### src/rtl/lu_pkg.sv
`timescale 1ns/1ps
package lu_pkg;
  localparam int unsigned REG_AW = 5;
  localparam int unsigned RS_LSB = 21;
  localparam int unsigned RT_LSB = 16;

  typedef logic [REG_AW-1:0] reg_idx_t;

  typedef struct packed {
    logic stall;
    logic pc_we;
    logic ifid_we;
  } stall_ctl_t;
endpackage

### src/rtl/lu_hazard_detect.sv
`timescale 1ns/1ps
module lu_hazard_detect
  import lu_pkg::*;
(
  input  logic       ld_pending_i,
  input  reg_idx_t   ld_dst_i,
  input  reg_idx_t   dec_rs_i,
  input  reg_idx_t   dec_rt_i,
  output stall_ctl_t ctl_o
);
  localparam int unsigned NSRC = 2;

  reg_idx_t [NSRC-1:0] src;
  logic     [NSRC-1:0] hit;

  assign src = {dec_rt_i, dec_rs_i};

  for (genvar g = 0; g < NSRC; g++) begin : g_cmp
    assign hit[g] = ld_pending_i && (ld_dst_i == src[g]);
  end

  always_comb begin
    ctl_o.stall   = |hit;
    ctl_o.pc_we   = ~(|hit);
    ctl_o.ifid_we = ~(|hit);
  end

  always_comb begin
    AST_WE_MATCH: assert (ctl_o.pc_we == ctl_o.ifid_we);
  end
endmodule

### src/rtl/lu_front.sv
`timescale 1ns/1ps
module lu_front #(
  parameter int unsigned PC_W    = 32,
  parameter int unsigned INSTR_W = 32,
  parameter int unsigned PC_STEP = 4
) (
  input  logic               clk_i,
  input  logic               rst_ni,
  input  logic               pc_we_i,
  input  logic               ifid_we_i,
  input  logic [INSTR_W-1:0] instr_i,
  output logic [PC_W-1:0]    pc_o,
  output logic [INSTR_W-1:0] ifid_o
);
  localparam logic [PC_W-1:0] STEP = PC_W'(PC_STEP);

  always_ff @(posedge clk_i or negedge rst_ni) begin
    if (!rst_ni) begin
      pc_o <= '0;
    end else if (pc_we_i) begin
      pc_o <= pc_o + STEP;
    end
  end

  always_ff @(posedge clk_i or negedge rst_ni) begin
    if (!rst_ni) begin
      ifid_o <= '0;
    end else if (ifid_we_i) begin
      ifid_o <= instr_i;
    end
  end

  AST_PC_HOLD: assert property (@(posedge clk_i) disable iff (!rst_ni)
    !pc_we_i |=> pc_o == $past(pc_o));
  AST_IFID_HOLD: assert property (@(posedge clk_i) disable iff (!rst_ni)
    !ifid_we_i |=> $stable(ifid_o));
  AST_PC_STEP: assert property (@(posedge clk_i) disable iff (!rst_ni)
    pc_we_i |=> pc_o == $past(pc_o) + STEP);
  AST_IFID_LOAD: assert property (@(posedge clk_i) disable iff (!rst_ni)
    ifid_we_i |=> ifid_o == $past(instr_i));
endmodule

### src/rtl/lu_idex_ctrl.sv
`timescale 1ns/1ps
module lu_idex_ctrl
  import lu_pkg::*;
#(
  parameter int unsigned CTRL_W = 8
) (
  input  logic              clk_i,
  input  logic              rst_ni,
  input  logic              flush_i,
  input  logic [CTRL_W-1:0] ctrl_i,
  input  reg_idx_t          rt_i,
  output logic [CTRL_W-1:0] ctrl_o,
  output reg_idx_t          rt_o
);
  always_ff @(posedge clk_i or negedge rst_ni) begin
    if (!rst_ni) begin
      ctrl_o <= '0;
      rt_o   <= '0;
    end else begin
      ctrl_o <= flush_i ? '0 : ctrl_i;
      rt_o   <= rt_i;
    end
  end

  AST_BUBBLE: assert property (@(posedge clk_i) disable iff (!rst_ni)
    flush_i |=> ctrl_o == '0);
  AST_CTRL_PASS: assert property (@(posedge clk_i) disable iff (!rst_ni)
    !flush_i |=> ctrl_o == $past(ctrl_i));
  AST_RT_TRACK: assert property (@(posedge clk_i) disable iff (!rst_ni)
    1'b1 |=> rt_o == $past(rt_i));
endmodule

### src/rtl/ld_use_guard.sv
`timescale 1ns/1ps
module ld_use_guard
  import lu_pkg::*;
#(
  parameter int unsigned PC_W    = 32,
  parameter int unsigned INSTR_W = 32,
  parameter int unsigned CTRL_W  = 8,
  parameter int unsigned MRD_BIT = 0,
  parameter int unsigned PC_STEP = 4
) (
  input  logic               clk_i,
  input  logic               rst_ni,
  input  logic [INSTR_W-1:0] instr_i,
  input  logic [CTRL_W-1:0]  dec_ctrl_i,
  output logic [PC_W-1:0]    pc_o,
  output logic [INSTR_W-1:0] ifid_instr_o,
  output logic [CTRL_W-1:0]  idex_ctrl_o,
  output logic [REG_AW-1:0]  idex_rt_o,
  output logic               pc_we_o,
  output logic               ifid_we_o,
  output logic               idex_flush_o
);
  localparam int unsigned RS_MSB = RS_LSB + REG_AW - 1;
  localparam int unsigned RT_MSB = RT_LSB + REG_AW - 1;

  reg_idx_t   dec_rs, dec_rt;
  stall_ctl_t ctl;

  assign dec_rs = ifid_instr_o[RS_MSB:RS_LSB];
  assign dec_rt = ifid_instr_o[RT_MSB:RT_LSB];

  lu_hazard_detect i_detect (
    .ld_pending_i (idex_ctrl_o[MRD_BIT]),
    .ld_dst_i     (idex_rt_o),
    .dec_rs_i     (dec_rs),
    .dec_rt_i     (dec_rt),
    .ctl_o        (ctl)
  );

  assign pc_we_o      = ctl.pc_we;
  assign ifid_we_o    = ctl.ifid_we;
  assign idex_flush_o = ctl.stall;

  lu_front #(
    .PC_W    (PC_W),
    .INSTR_W (INSTR_W),
    .PC_STEP (PC_STEP)
  ) i_front (
    .clk_i     (clk_i),
    .rst_ni    (rst_ni),
    .pc_we_i   (pc_we_o),
    .ifid_we_i (ifid_we_o),
    .instr_i   (instr_i),
    .pc_o      (pc_o),
    .ifid_o    (ifid_instr_o)
  );

  lu_idex_ctrl #(
    .CTRL_W (CTRL_W)
  ) i_idex (
    .clk_i   (clk_i),
    .rst_ni  (rst_ni),
    .flush_i (idex_flush_o),
    .ctrl_i  (dec_ctrl_i),
    .rt_i    (dec_rt),
    .ctrl_o  (idex_ctrl_o),
    .rt_o    (idex_rt_o)
  );

  AST_ONE_BUBBLE: assert property (@(posedge clk_i) disable iff (!rst_ni)
    idex_flush_o |=> !idex_flush_o);
  AST_NO_LOAD_NO_STALL: assert property (@(posedge clk_i) disable iff (!rst_ni)
    !idex_ctrl_o[MRD_BIT] |-> !idex_flush_o);
  AST_FREEZE_WITH_FLUSH: assert property (@(posedge clk_i) disable iff (!rst_ni)
    idex_flush_o |-> !pc_we_o && !ifid_we_o);
endmodule

### config.mk
export PLATFORM = sky130hd
export DESIGN_NAME = ld_use_guard
export DESIGN_NICKNAME = d
export VERILOG_FILES = /design/src/rtl/lu_pkg.sv /design/src/rtl/lu_hazard_detect.sv /design/src/rtl/lu_front.sv /design/src/rtl/lu_idex_ctrl.sv /design/src/rtl/ld_use_guard.sv
export SDC_FILE = /design/constraint.sdc
export NUM_CORES = 1
export LEC_CHECK = 0
export ABC_AREA = 1
export BUFFER_PORTS_ARGS = -buffer_cell sky130_fd_sc_hd__buf_2
export CAP_MARGIN = 20
export CORE_AREA = 2 2 91 93
export DETAILED_ROUTE_END_ITERATION = 7
export DIE_AREA = 0 0 93 95
export PLACE_DENSITY = 0.81
export RECOVER_POWER = 50
export SYNTH_ARGS = -nofsm -noshare
export SYNTH_HDL_FRONTEND = slang
export SYNTH_SLANG_ARGS = --single-unit
### constraint.sdc
create_clock -name clk_i -period 1.65 [get_ports clk_i]
set_input_delay 0.165 -clock clk_i [delete_from_list [all_inputs] [get_ports clk_i]]
set_output_delay 0.165 -clock clk_i [all_outputs]
set_load 0.02 [all_outputs]
==> reports/qor.txt <==
outcome: complete, but fails checks
failing checks: negative setup slack
non-filler cells, final: 784
# port buffers: 119
RSZ-0062 raised after global routing: true
via count: 3934
total number of H-tree levels: 3
DR iter-0 viols: 248
sequential area share after synthesis: 0.482
initial core utilization: 0.491
Setup WS post-layout: -0.115 ns
Power Density: 1030 nW/um^2
Syn Inst Count: 523
synth unique cells: 20
CP arrival: 1.60 ns
Critical Path RT: 1.48 ns
CP Launch Type: flip-flop
Critical Path End: idex_flush_o
die width: 93 um
max-slew violation count: 0
DRC Markers: 0
wirelength, routed: 11000 um
clk_skew: 0.0108 ns
FMAX: 0.566 GHz
WS Path Type: flip-flop to output pin
initial antenna violation count: 0
vias in the first global route: 3611
Top-Level Pins: 122
Final Hold Vio Count: 0
Avg Inst Size Synth: 7.44 sq um
die height: 95 um
flops & latches, synth: 75
peak supply drop: 600 uV
GRT Overall Usage: 0.239
Worst-Skew Late Latency: 0.35 ns
first-pass GRT wire length: 16500 um
CTS Sinks: 75
Yosys warnings: 0
fin nets: 717
final setup violation count: 65
Cells after DPL: 737
reg2reg start: i_idex.rt_o[0]
sequential cell area: 1880 sq um
Mapped Area: 3890 sq um
drt via density: 5.02
Worst-path clk slew: 0.08 ns
reg2reg setup slack: -0.07 ns
CP max FO: 4
DR pass1 iterations: 4
CP Launch Point: i_idex.rt_o[0]
fill cell count: 672
placed wire-length estimate: 6700 um
CP endpoint kind: output pin
CTS tree: built
Clock Root Buffer: clkbuf_8
die area: 8840 sq um
core area: 7930 sq um
RR Endpoint: i_front.pc_o[23]
FF-to-FF path depth: 11
Inserted Clock Buffers: 9
WL per Instance: 14.0 um
Routed Antenna Nets: 0
area growth from synthesis to layout: 35.0%
GRT Residual Overflow: 0
Leak Pwr: 0.00287 uW
post-route minimum period: 1.77 ns
layout cells sized above 1: 0.265
largest net degree at the start of global routing: 52
Rows: 33
Fin Hold WS: 0.0104 ns
Hold Crit Class: input pin to flip-flop
GPL Wtd Cong: 0.933
final period utilization: 1.07
CTS max path bufs: 2
Inserted Diodes: 0
maxcap violations: 0
area of the multi-input gates: 1740 sq um
-- routing by layer --
| metal | vias up | track usage | part of all wire |
|---|---|---|---|
| met5 | - | 0 | 0 |
| li1 | 1904 | - | - |
| met2 | 174 | 0.409 | 0.48 |
| met3 | 21 | 0.0623 | 0.079 |
| met1 | 1835 | 0.294 | 0.41 |
| met4 | 0 | 0.0870 | 0.026 |
-- worst max-delay path, stage by stage (launching register included) --
cell and delay [ns]:
dfrtp_1 0.41, inv_2 0.08, nand2_2 0.06, nand2_1 0.06, nor2_1 0.14, nand3_1 0.14
nand2_4 0.12, nand2_8 0.07, inv_4 0.06, buf_6 0.11
-- per-stage QoR --
| step | utilization | setup slack [ns] | power (uW) | area (sq um) | setup TNS, ns |
|---|---|---|---|---|---|
| global placement | 0.580 | 0.0898 | 3490 | 4600 | 0 |
| detailed placement | 0.580 | 0.0404 | 3530 | 4600 | 0 |
| floorplan | - | 0.0743 | 3050 | 3890 | 0 |
| global route | 0.663 | -0.225 | 5690 | 5250 | -10.05 |
| CTS | 0.644 | -0.0596 | 5320 | 5110 | -1.37 |
| finish | 0.663 | -0.115 | 5420 | 5250 | -2.36 |
-- final cells by class --
cell class | instances | area share
clock inverter | 6 | 0.0214
timing repair buffer | 161 | 0.213
multi-input combinational | 389 | 0.331
inverter | 38 | 0.0276
clock buffer | 10 | 0.0243
tap | 105 | 0.0250
sequential | 75 | 0.358
-- cell families after synthesis --
logic type               after synthesis  share of synthesized area
AND/OR/NAND/NOR                      368                      0.395
XOR/XNOR                              17                     0.0383
adder cells (fa/ha/maj)                1                    0.00322
flip-flops                            75                      0.482
buffers and inverters                 61                     0.0798
other                                  1                   0.000964
-- flip-flops by register name, summed over array words and instances (netlist names) --
signal	count
i_idex.rt_o	5
i_idex.ctrl_o	8
i_front.pc_o	30
i_front.ifid_o	32
-- report_power, final --
group	switching (uW)	internal [uW]
Sequential	192	2040
Clock	708	1010
Combinational	890	584
-- cell usage in the layout, fill, tap and decap left out, types with 5 or more instances in the layout --
master,instances
nand2_1,228
nand3_1,72
nand2_2,5
nand3b_1,5
inv_1,34
xor2_1,11
dfrtp_1,73
xnor2_1,6
nor2_1,47
clkbuf_8,9
buf_4,15
buf_12,5
buf_2,116
nor2_2,6
dlygate4sd3_1,18
-- cell usage after synthesis (all sizes together) --
library cell | number | share of area
nand2 | 235 | 0.23
dfrtp | 75 | 0.48
nand3 | 72 | 0.093
nor2 | 55 | 0.061
inv | 38 | 0.037
buf | 17 | 0.037
xor2 | 11 | 0.025
clkbuf | 6 | 0.0058
xnor2 | 6 | 0.014
nand3b | 5 | 0.0097
and2 | 1 | 0.0016
conb | 1 | 0.00096
ha | 1 | 0.0032
-- timing repair --
item                                    4_1_cts  5_1_grt
setup buffers                                 7        0
gates cloned                                  1        5
endpoints found under the hold margin        44        0
resized for setup                             7       13
hold buffers                                 18        0
pin swaps                                     5        7
endpoints found under the setup margin        3       66
-- how the worst min path moves through the flow --
stage	start	end	slack [ns]	cells after the start
finish	instr_i[16]	i_front.ifid_o[16]	0.01	3
detailed placement	rst_ni	i_front.pc_o[11]	0.12	1
CTS	instr_i[4]	i_front.ifid_o[4]	0.001	3
global placement	rst_ni	i_front.pc_o[15]	0.12	1
global route	instr_i[29]	i_front.ifid_o[29]	0.001	3
floorplan	rst_ni	i_front.ifid_o[0]	-0.13	0
(Power assumes the default switching activity.)
